## src/rtl/atr_table_sel.sv

```systemverilog
module atr_table_sel #(
  parameter int DSA_W  = 16,
  parameter int RF_W   = 8,
  parameter int DATA_W = 16
) (
  input  logic                clk,
  input  logic                rst_n,
  input  logic [3:0]          atr_pins,
  input  logic [3:0]          dsa_mode,
  input  logic [3:0]          rf_mode,
  input  logic                reg_we,
  input  logic [6:0]          reg_addr,
  input  logic [DATA_W-1:0]   reg_wdata,
  output logic [DATA_W-1:0]   reg_rdata,
  output logic [2*DSA_W-1:0]  dsa_code,
  output logic [2*RF_W-1:0]   sw_ctl,
  output logic [5:0]          led
);
  localparam int N_CH  = 2;
  localparam int N_ENT = 16;
  localparam int IDX_W = $clog2(N_ENT);
  localparam int LED_W = 3;
  localparam int RFE_W = RF_W + LED_W;

  logic [DSA_W-1:0] dsa_tab [N_CH][N_ENT];
  logic [RFE_W-1:0] rf_tab  [N_CH][N_ENT];
  logic [IDX_W-1:0] sw_idx  [N_CH];

  logic [DSA_W-1:0] dsa_q [N_CH];
  logic [RF_W-1:0]  sw_q  [N_CH];
  logic [LED_W-1:0] led_q [N_CH];

  wire             is_cfg = reg_addr[6];
  wire             grp    = reg_addr[5];
  wire             wch    = reg_addr[4];
  wire [IDX_W-1:0] went   = reg_addr[IDX_W-1:0];

  function automatic logic [IDX_W-1:0] pick(input logic [1:0] m, input logic [1:0] own,
                                           input logic [IDX_W-1:0] sw, input logic [3:0] pins);
    case (m)
      2'b01:   return sw;
      2'b10:   return pins;
      default: return {2'b00, own};
    endcase
  endfunction

  always_ff @(posedge clk) begin
    if (!rst_n) begin
      for (int c = 0; c < N_CH; c++) begin
        sw_idx[c] <= '0;
        for (int e = 0; e < N_ENT; e++) begin
          dsa_tab[c][e] <= '0;
          rf_tab[c][e]  <= '0;
        end
      end
    end else if (reg_we) begin
      if (is_cfg)
        sw_idx[reg_addr[0]] <= reg_wdata[IDX_W-1:0];
      else if (grp)
        rf_tab[wch][went] <= reg_wdata[RFE_W-1:0];
      else
        dsa_tab[wch][went] <= reg_wdata[DSA_W-1:0];
    end
  end

  always_comb begin
    if (is_cfg)   reg_rdata = DATA_W'(sw_idx[reg_addr[0]]);
    else if (grp) reg_rdata = DATA_W'(rf_tab[wch][went]);
    else          reg_rdata = DATA_W'(dsa_tab[wch][went]);
  end

  for (genvar c = 0; c < N_CH; c++) begin : g_ch
    logic [IDX_W-1:0] d_idx, r_idx;
    logic [RFE_W-1:0] r_ent;
    assign d_idx = pick(dsa_mode[2*c+:2], atr_pins[2*c+:2], sw_idx[c], atr_pins);
    assign r_idx = pick(rf_mode[2*c+:2],  atr_pins[2*c+:2], sw_idx[c], atr_pins);
    assign r_ent = rf_tab[c][r_idx];

    always_ff @(posedge clk) begin
      if (!rst_n) begin
        dsa_q[c] <= '0;
        sw_q[c]  <= '0;
        led_q[c] <= '0;
      end else begin
        dsa_q[c] <= dsa_tab[c][d_idx];
        sw_q[c]  <= r_ent[RF_W-1:0];
        led_q[c] <= {r_ent[RF_W+2], r_ent[RF_W+1], r_ent[RF_W] & ~r_ent[RF_W+1]};
      end
    end

    assign dsa_code[c*DSA_W+:DSA_W] = dsa_q[c];
    assign sw_ctl[c*RF_W+:RF_W]     = sw_q[c];
    assign led[c*LED_W+:LED_W]      = led_q[c];
  end
endmodule

```

## config.mk

```make
export PLATFORM = sky130hd
export DESIGN_NAME = atr_table_sel
export DESIGN_NICKNAME = d
export VERILOG_FILES = /design/src/rtl/atr_table_sel.sv
export SDC_FILE = /design/constraint.sdc
export NUM_CORES = 2
export LEC_CHECK = 0
export BUFFER_PORTS_ARGS = -buffer_cell sky130_fd_sc_hd__buf_2
export CORE_MARGIN = 2
export CORE_UTILIZATION = 55
export CTS_CLUSTER_SIZE = 28
export DETAILED_ROUTE_END_ITERATION = 8
export PLACE_DENSITY = 0.76
export SLEW_MARGIN = 20
export SYNTH_ARGS = -nofsm -noshare
export SYNTH_HDL_FRONTEND = slang
export SYNTH_SLANG_ARGS = --single-unit
```

## constraint.sdc

```tcl
create_clock -name clk -period 4.8 [get_ports clk]
set_input_delay 0.96 -clock clk [delete_from_list [all_inputs] [get_ports clk]]
set_output_delay 0.96 -clock clk [all_outputs]
set_load 0.01 [all_outputs]
```

-- After elaboration in Yosys (flattened, before gate mapping)
Memories as Yosys holds them, arrays and structs flattened.
Index checks and enable logic that the tools add are counted.
- $add $sub $neg: 0
- multiply operators: 0
- div/mod/pow operators: 0
- order comparisons: 6
- equal/unequal tests: 8
- shift-type cells: 0
- mux-type cells: 59
- bitwise operators: 15
- reductions and logical operators: 4
- operator list (operator ; number):
    2-to-1 mux 256 bit ; 3
    2-to-1 mux 176 bit ; 3
    OR reduction 256 bit ; 1
    binary-select mux 16 bit (select 4 bit) ; 3
    2-to-1 mux 16 bit ; 11
    OR reduction 176 bit ; 1
    binary-select mux 11 bit (select 4 bit) ; 3
    2-to-1 mux 11 bit ; 7
    demux 16 bit (select 4 bit) ; 1
    demux 11 bit (select 4 bit) ; 1
    case mux 4 bit (2 select lines) ; 4
    >= comparator 5 bit, second input constant ; 5
    inverter 4 -> 5 bit ; 5
    2-to-1 mux 1 bit ; 18
    2-to-1 mux 8 bit ; 2
    equality test 2 x 1 -> 1 bit, second input constant ; 4
    equality test 2 bit, second input constant ; 4
    2-to-1 mux 3 bit ; 2
    OR 1 bit ; 6
    < comparator 5 x 1 -> 1 bit, second input constant ; 1
    2-to-1 mux 4 bit ; 1
    OR reduction 4 bit ; 1
    AND 1 bit ; 2
    inverter 1 bit ; 2
    logical AND 1 bit ; 1
- register bits after elaboration: 0
- bits in latches: 0
- RAM bits: 926
- ROM bits: 0
- word-level logic and storage cells: 98
- memories kept: 6
- memories (name ; words ; width ; rd ports ; clocked after Yosys merged registers in ; write ports ; line ; text):
    dsa_tab ; 2 ; 256 ; 3 ; 0 ; 2 ; 25 ; logic [DSA_W-1:0] dsa_tab [N_CH][N_ENT];
    rf_tab ; 2 ; 176 ; 3 ; 0 ; 2 ; 26 ; logic [RFE_W-1:0] rf_tab [N_CH][N_ENT];
    dsa_q ; 2 ; 16 ; 2 ; 0 ; 2 ; 29 ; logic [DSA_W-1:0] dsa_q [N_CH];
    sw_q ; 2 ; 8 ; 2 ; 0 ; 2 ; 30 ; logic [RF_W-1:0] sw_q [N_CH];
    sw_idx ; 2 ; 4 ; 3 ; 0 ; 2 ; 27 ; logic [IDX_W-1:0] sw_idx [N_CH];
    led_q ; 2 ; 3 ; 2 ; 0 ; 2 ; 31 ; logic [LED_W-1:0] led_q [N_CH];

-- Longest topological paths before layout
- depth after elaboration: 9
- mapped depth: 12

-- Worst setup path before layout
Ideal clock, no wire load.
- path kind: input -> output
- start: in reg_addr[1]
- end: out reg_rdata[8]
- arrival: 2.954 ns
- data required time: 3.840 ns
- setup slack: 0.886 ns
- cell stages on the path: 6
- cell sequence: buf_2 > clkbuf_1 > clkbuf_1 > mux4_2 > mux4_2 > a221o_1
- word-level cells in the longest chain between the ends: 6
- elaborated cells between the ends (all ways): 9
- ends and longest elaborated chain (what ; line ; text):
    start: declaration ; 12 ; input logic [6:0] reg_addr,
    inverter 4 -> 5 bit (not written as such) * ; 68, 69 ;
    binary-select mux 16 bit (select 4 bit) or binary-select mux 11 bit (select 4 bit) (tied branches) ; 69, 68 ;
    2-to-1 mux 16 bit (not written as such) or 2-to-1 mux 11 bit (tied branches) (2 in series) ; 69, 68 ;
    2-to-1 mux 16 bit * ; 68 ; else if (grp) reg_rdata = DATA_W'(rf_tab[wch][went]);
    2-to-1 mux 16 bit * ; 67 ; if (is_cfg) reg_rdata = DATA_W'(sw_idx[reg_addr[0]]);
    end: declaration ; 14 ; output logic [DATA_W-1:0] reg_rdata,
Mark *: on every way between the ends. The rest lies on a longest branch, timed or not. The select of a mux whose other input is x is not followed.

-- Worst setup path in the final report
- start: in reg_addr[1]
- end: out reg_rdata[10]
Same word-level chain as after synthesis.

==> results.sh <==
export IMPL_status="finished, final reports clean"
export IMPL_overflow=0
export IMPL_antenna_found_initial=5
export IMPL_p_total_mw=20.4
export IMPL_skew_ns=0.0254
export IMPL_hold_viol_final=0
export IMPL_swShare_pct=26.8
export IMPL_core_sq_um=82400
export IMPL_drive_gt1_share_pct=24.7
export IMPL_yosys_warnings=0
export IMPL_clk_latency_ns=0.68
export IMPL_synth_area_top_cells="edfxtp_1 57%, mux4_2 16%, and2_1 6.2%, nand2_1 3.2%, dfxtp_1 2.4%"
export IMPL_yosysTopAreaCellShare_pct=57.1
export IMPL_die_area_sq_um=85700
export IMPL_clock_sinks=926
export IMPL_synth_nets=3310
export IMPL_drt_wl_total_mm=160
export IMPL_dp_hpwl_mm=105
export IMPL_hold_depth=4
export IMPL_grt_setup_unrepaired="no"
export IMPL_p_per_area_nw_per_um2=395
export IMPL_drc_errors=0
export IMPL_slew_headroom_pct=14.5
export IMPL_critPathKind="in -> out"
export IMPL_cts_tree="yes"
export IMPL_cts_repair_resized=0
export IMPL_synth_edf_count=872
export IMPL_report_final_slew_viol_count=0
export IMPL_layout_nets=3435
export IMPL_finalSetupViolCount=0
export IMPL_port_buffers=107
export IMPL_final_area_sq_um=51600
export IMPL_irDropWorstVdd_mv=0.295
export IMPL_layout_commonest_cell="edfxtp_1"
export IMPL_p_comb_share_pct=15.0
export IMPL_antenna_left=0
export IMPL_place_gp_congestion=0.967
export IMPL_worstMarginPinSlew_ns=1.28
export IMPL_post_drt_wl_per_cell_um=35.3
export IMPL_start_kind="input port"
export IMPL_postPlaceCellArea_sq_um=48400
export IMPL_vias=33321
export IMPL_hold_class="reg -> reg"
export IMPL_clkTransAtPathRegs_ns=0.06
export IMPL_cts_hold_buf=0
export IMPL_p_leak_nw=18.2
export IMPL_vias_per_cell=7.33
export IMPL_die_width_um=293
export IMPL_ys_ff_latch=926
export IMPL_layout_common_cells="872 x edfxtp_1, 450 x and2_1, 388 x nand2_1"
export IMPL_ys_flop_type="edfxtp_1"
export IMPL_nFillCells=5761
export IMPL_cp_max_fo=68
export IMPL_area_delta_synth_final_pct=12.6
export IMPL_cts_setup_buffers=0
export IMPL_yosysSeqAreaShare_pct=59.5
export IMPL_firstDrtPassIters=9
export IMPL_fp_row_count=105
export IMPL_drt_iter0_markers=6127
export IMPL_period_share_pct=91.8
export IMPL_end_kind="output pin"
export IMPL_pin_count=108
export IMPL_syn_area_sq_um=45800
export IMPL_p_int_mw=14.9
export IMPL_synthArstFlopShare_pct=0
export IMPL_seq_power_share_pct=48.0
export IMPL_p_switching_mw=5.46
export IMPL_grt_pass1_vias=32757
export IMPL_cts_inserted_buffers=94
export IMPL_p_clk_share_pct=37.1
export IMPL_drv_cap=0
export IMPL_fin_tns_setup_ns=0
export IMPL_reg2reg_depth=7
export IMPL_grt_pass1_wl_mm=228
export IMPL_track_usage_pct=37.3
export IMPL_cts_root_buffer_cell="clkbuf_16"
export IMPL_yosysTopAreaCell="edfxtp_1"
export IMPL_arrival_ns=3.45
export IMPL_cp_required_ns=3.84
export IMPL_initial_core_util_pct=55.7
export IMPL_fmax_mhz=227
export IMPL_ys_types=52
export IMPL_htreeDepth=3
export IMPL_grt_max_degree=84
export IMPL_fp_dieH_um=293
export IMPL_period_needed_ns=4.41
export IMPL_cts_buffer_depth=3
export IMPL_avgSynthCellArea_sq_um=14.0
export IMPL_syn_instance_count=3264
==> worst paths after layout <==
check | from | end | slack (ns)
hold reg to reg | rf_tab[0][113] | sw_q[0][3] | 0.72
setup reg to reg | sw_idx[1][1] | led_q[1][0] | 1.51
hold / removal | rf_tab[0][113] | sw_q[0][3] | 0.72
setup / recovery | reg_addr[1] | reg_rdata[10] | 0.39
==> Yosys cell counts, types with 2 or more instances <==
| library cell | count |
|---|---|
| nand3b_1 | 3 |
| dfxtp_1 | 54 |
| nor2b_1 | 7 |
| buf_4 | 11 |
| buf_2 | 38 |
| nand2_1 | 390 |
| a22oi_1 | 66 |
| mux2i_1 | 79 |
| o21ai_0 | 42 |
| or2_2 | 7 |
| inv_1 | 28 |
| a31oi_1 | 56 |
| and2_1 | 453 |
| or3_1 | 4 |
| nand4_1 | 2 |
| a2111oi_0 | 8 |
| a211oi_1 | 59 |
| mux4_2 | 327 |
| o22ai_1 | 51 |
| a311oi_1 | 51 |
| nor4_1 | 2 |
| a221oi_1 | 3 |
| and3_1 | 59 |
| o21ai_1 | 3 |
| a21oi_1 | 51 |
| clkbuf_1 | 205 |
| a221o_1 | 7 |
| nor2_1 | 100 |
| o221ai_1 | 5 |
| or2_1 | 3 |
| nor3_1 | 24 |
| nand3_1 | 123 |
| ha_1 | 8 |
| buf_6 | 14 |
| edfxtp_1 | 872 |
| buf_1 | 20 |
| a221oi_2 | 2 |
| nor3b_1 | 5 |
| nand2b_1 | 9 |
==> critical path: stages <==
cell	delay, ns
buf_8	0.41
buf_4	0.44
mux4_2	0.38
mux4_2	0.55
a221o_1	0.46
buf_2	0.19
==> power groups by stage <==
stage | combinational (mW) | clock (mW) | sequential, mW
after global placement | 2.89 | 0 | 9.88
after floorplan | 1.79 | 0 | 9.81
after global routing | 3.13 | 7.88 | 9.82
after detailed placement | 2.94 | 0 | 9.92
final | 3.05 | 7.56 | 9.79
after CTS | 2.95 | 7.56 | 9.76
==> sequential cells by signal, summed over array words and instances, names as in the netlist <==
| register | count |
|---|---|
| dsa_tab | 512 |
| sw_q | 16 |
| led_q | 6 |
| dsa_q | 32 |
| rf_tab | 352 |
| sw_idx | 8 |
==> through the flow <==
step / setup WS, ns / util [%] / instances / hold slack, ns
3_3_place_gp: 0.472 / 58.8 / 4363 / 0.682
3_5_place_dp: 0.437 / 58.8 / 4363 / 0.690
4_1_cts: 0.436 / 62.6 / 4540 / 0.713
2_1_floorplan: 0.886 / - / 3264 / 0.628
6_report: 0.392 / 62.7 / 4543 / 0.716
5_1_grt: 0.269 / 62.6 / 4542 / 0.748
==> area by class of cell <==
type / count / area (sq um) / area share [%]
Antenna cell: 3 / 7.51 / 0.0145
Clock buffer: 113 / 2440 / 4.74
Clock inverter: 64 / 706 / 1.37
Inverter: 29 / 109 / 0.211
Multi-Input combinational cell: 2020 / 17400 / 33.7
Sequential cell: 926 / 27300 / 52.8
Tap cell: 1070 / 1340 / 2.59
Timing Repair Buffer: 318 / 2330 / 4.51
==> per-layer routing <==
| layer | vias up | share of wire, % | track usage (%) |
|---|---|---|---|
| li1 | 12894 | - | - |
| met1 | 16277 | 33 | 49.3 |
| met2 | 3439 | 43 | 53.6 |
| met3 | 705 | 18 | 13.3 |
| met4 | 6 | 7.1 | 21.9 |
| met5 | - | 0.023 | 0 |
==> logic make-up after synthesis <==
kind of cell	share of synthesized area (%)
AND/OR/NAND/NOR	13.2
flip-flops	59.5
AO/OA/AOI/OAI	6.22
multiplexers	17.8
buffers and inverters	3.05
adder cells (fa/ha/maj)	0.218
Power figures use the tool's default switching activity.
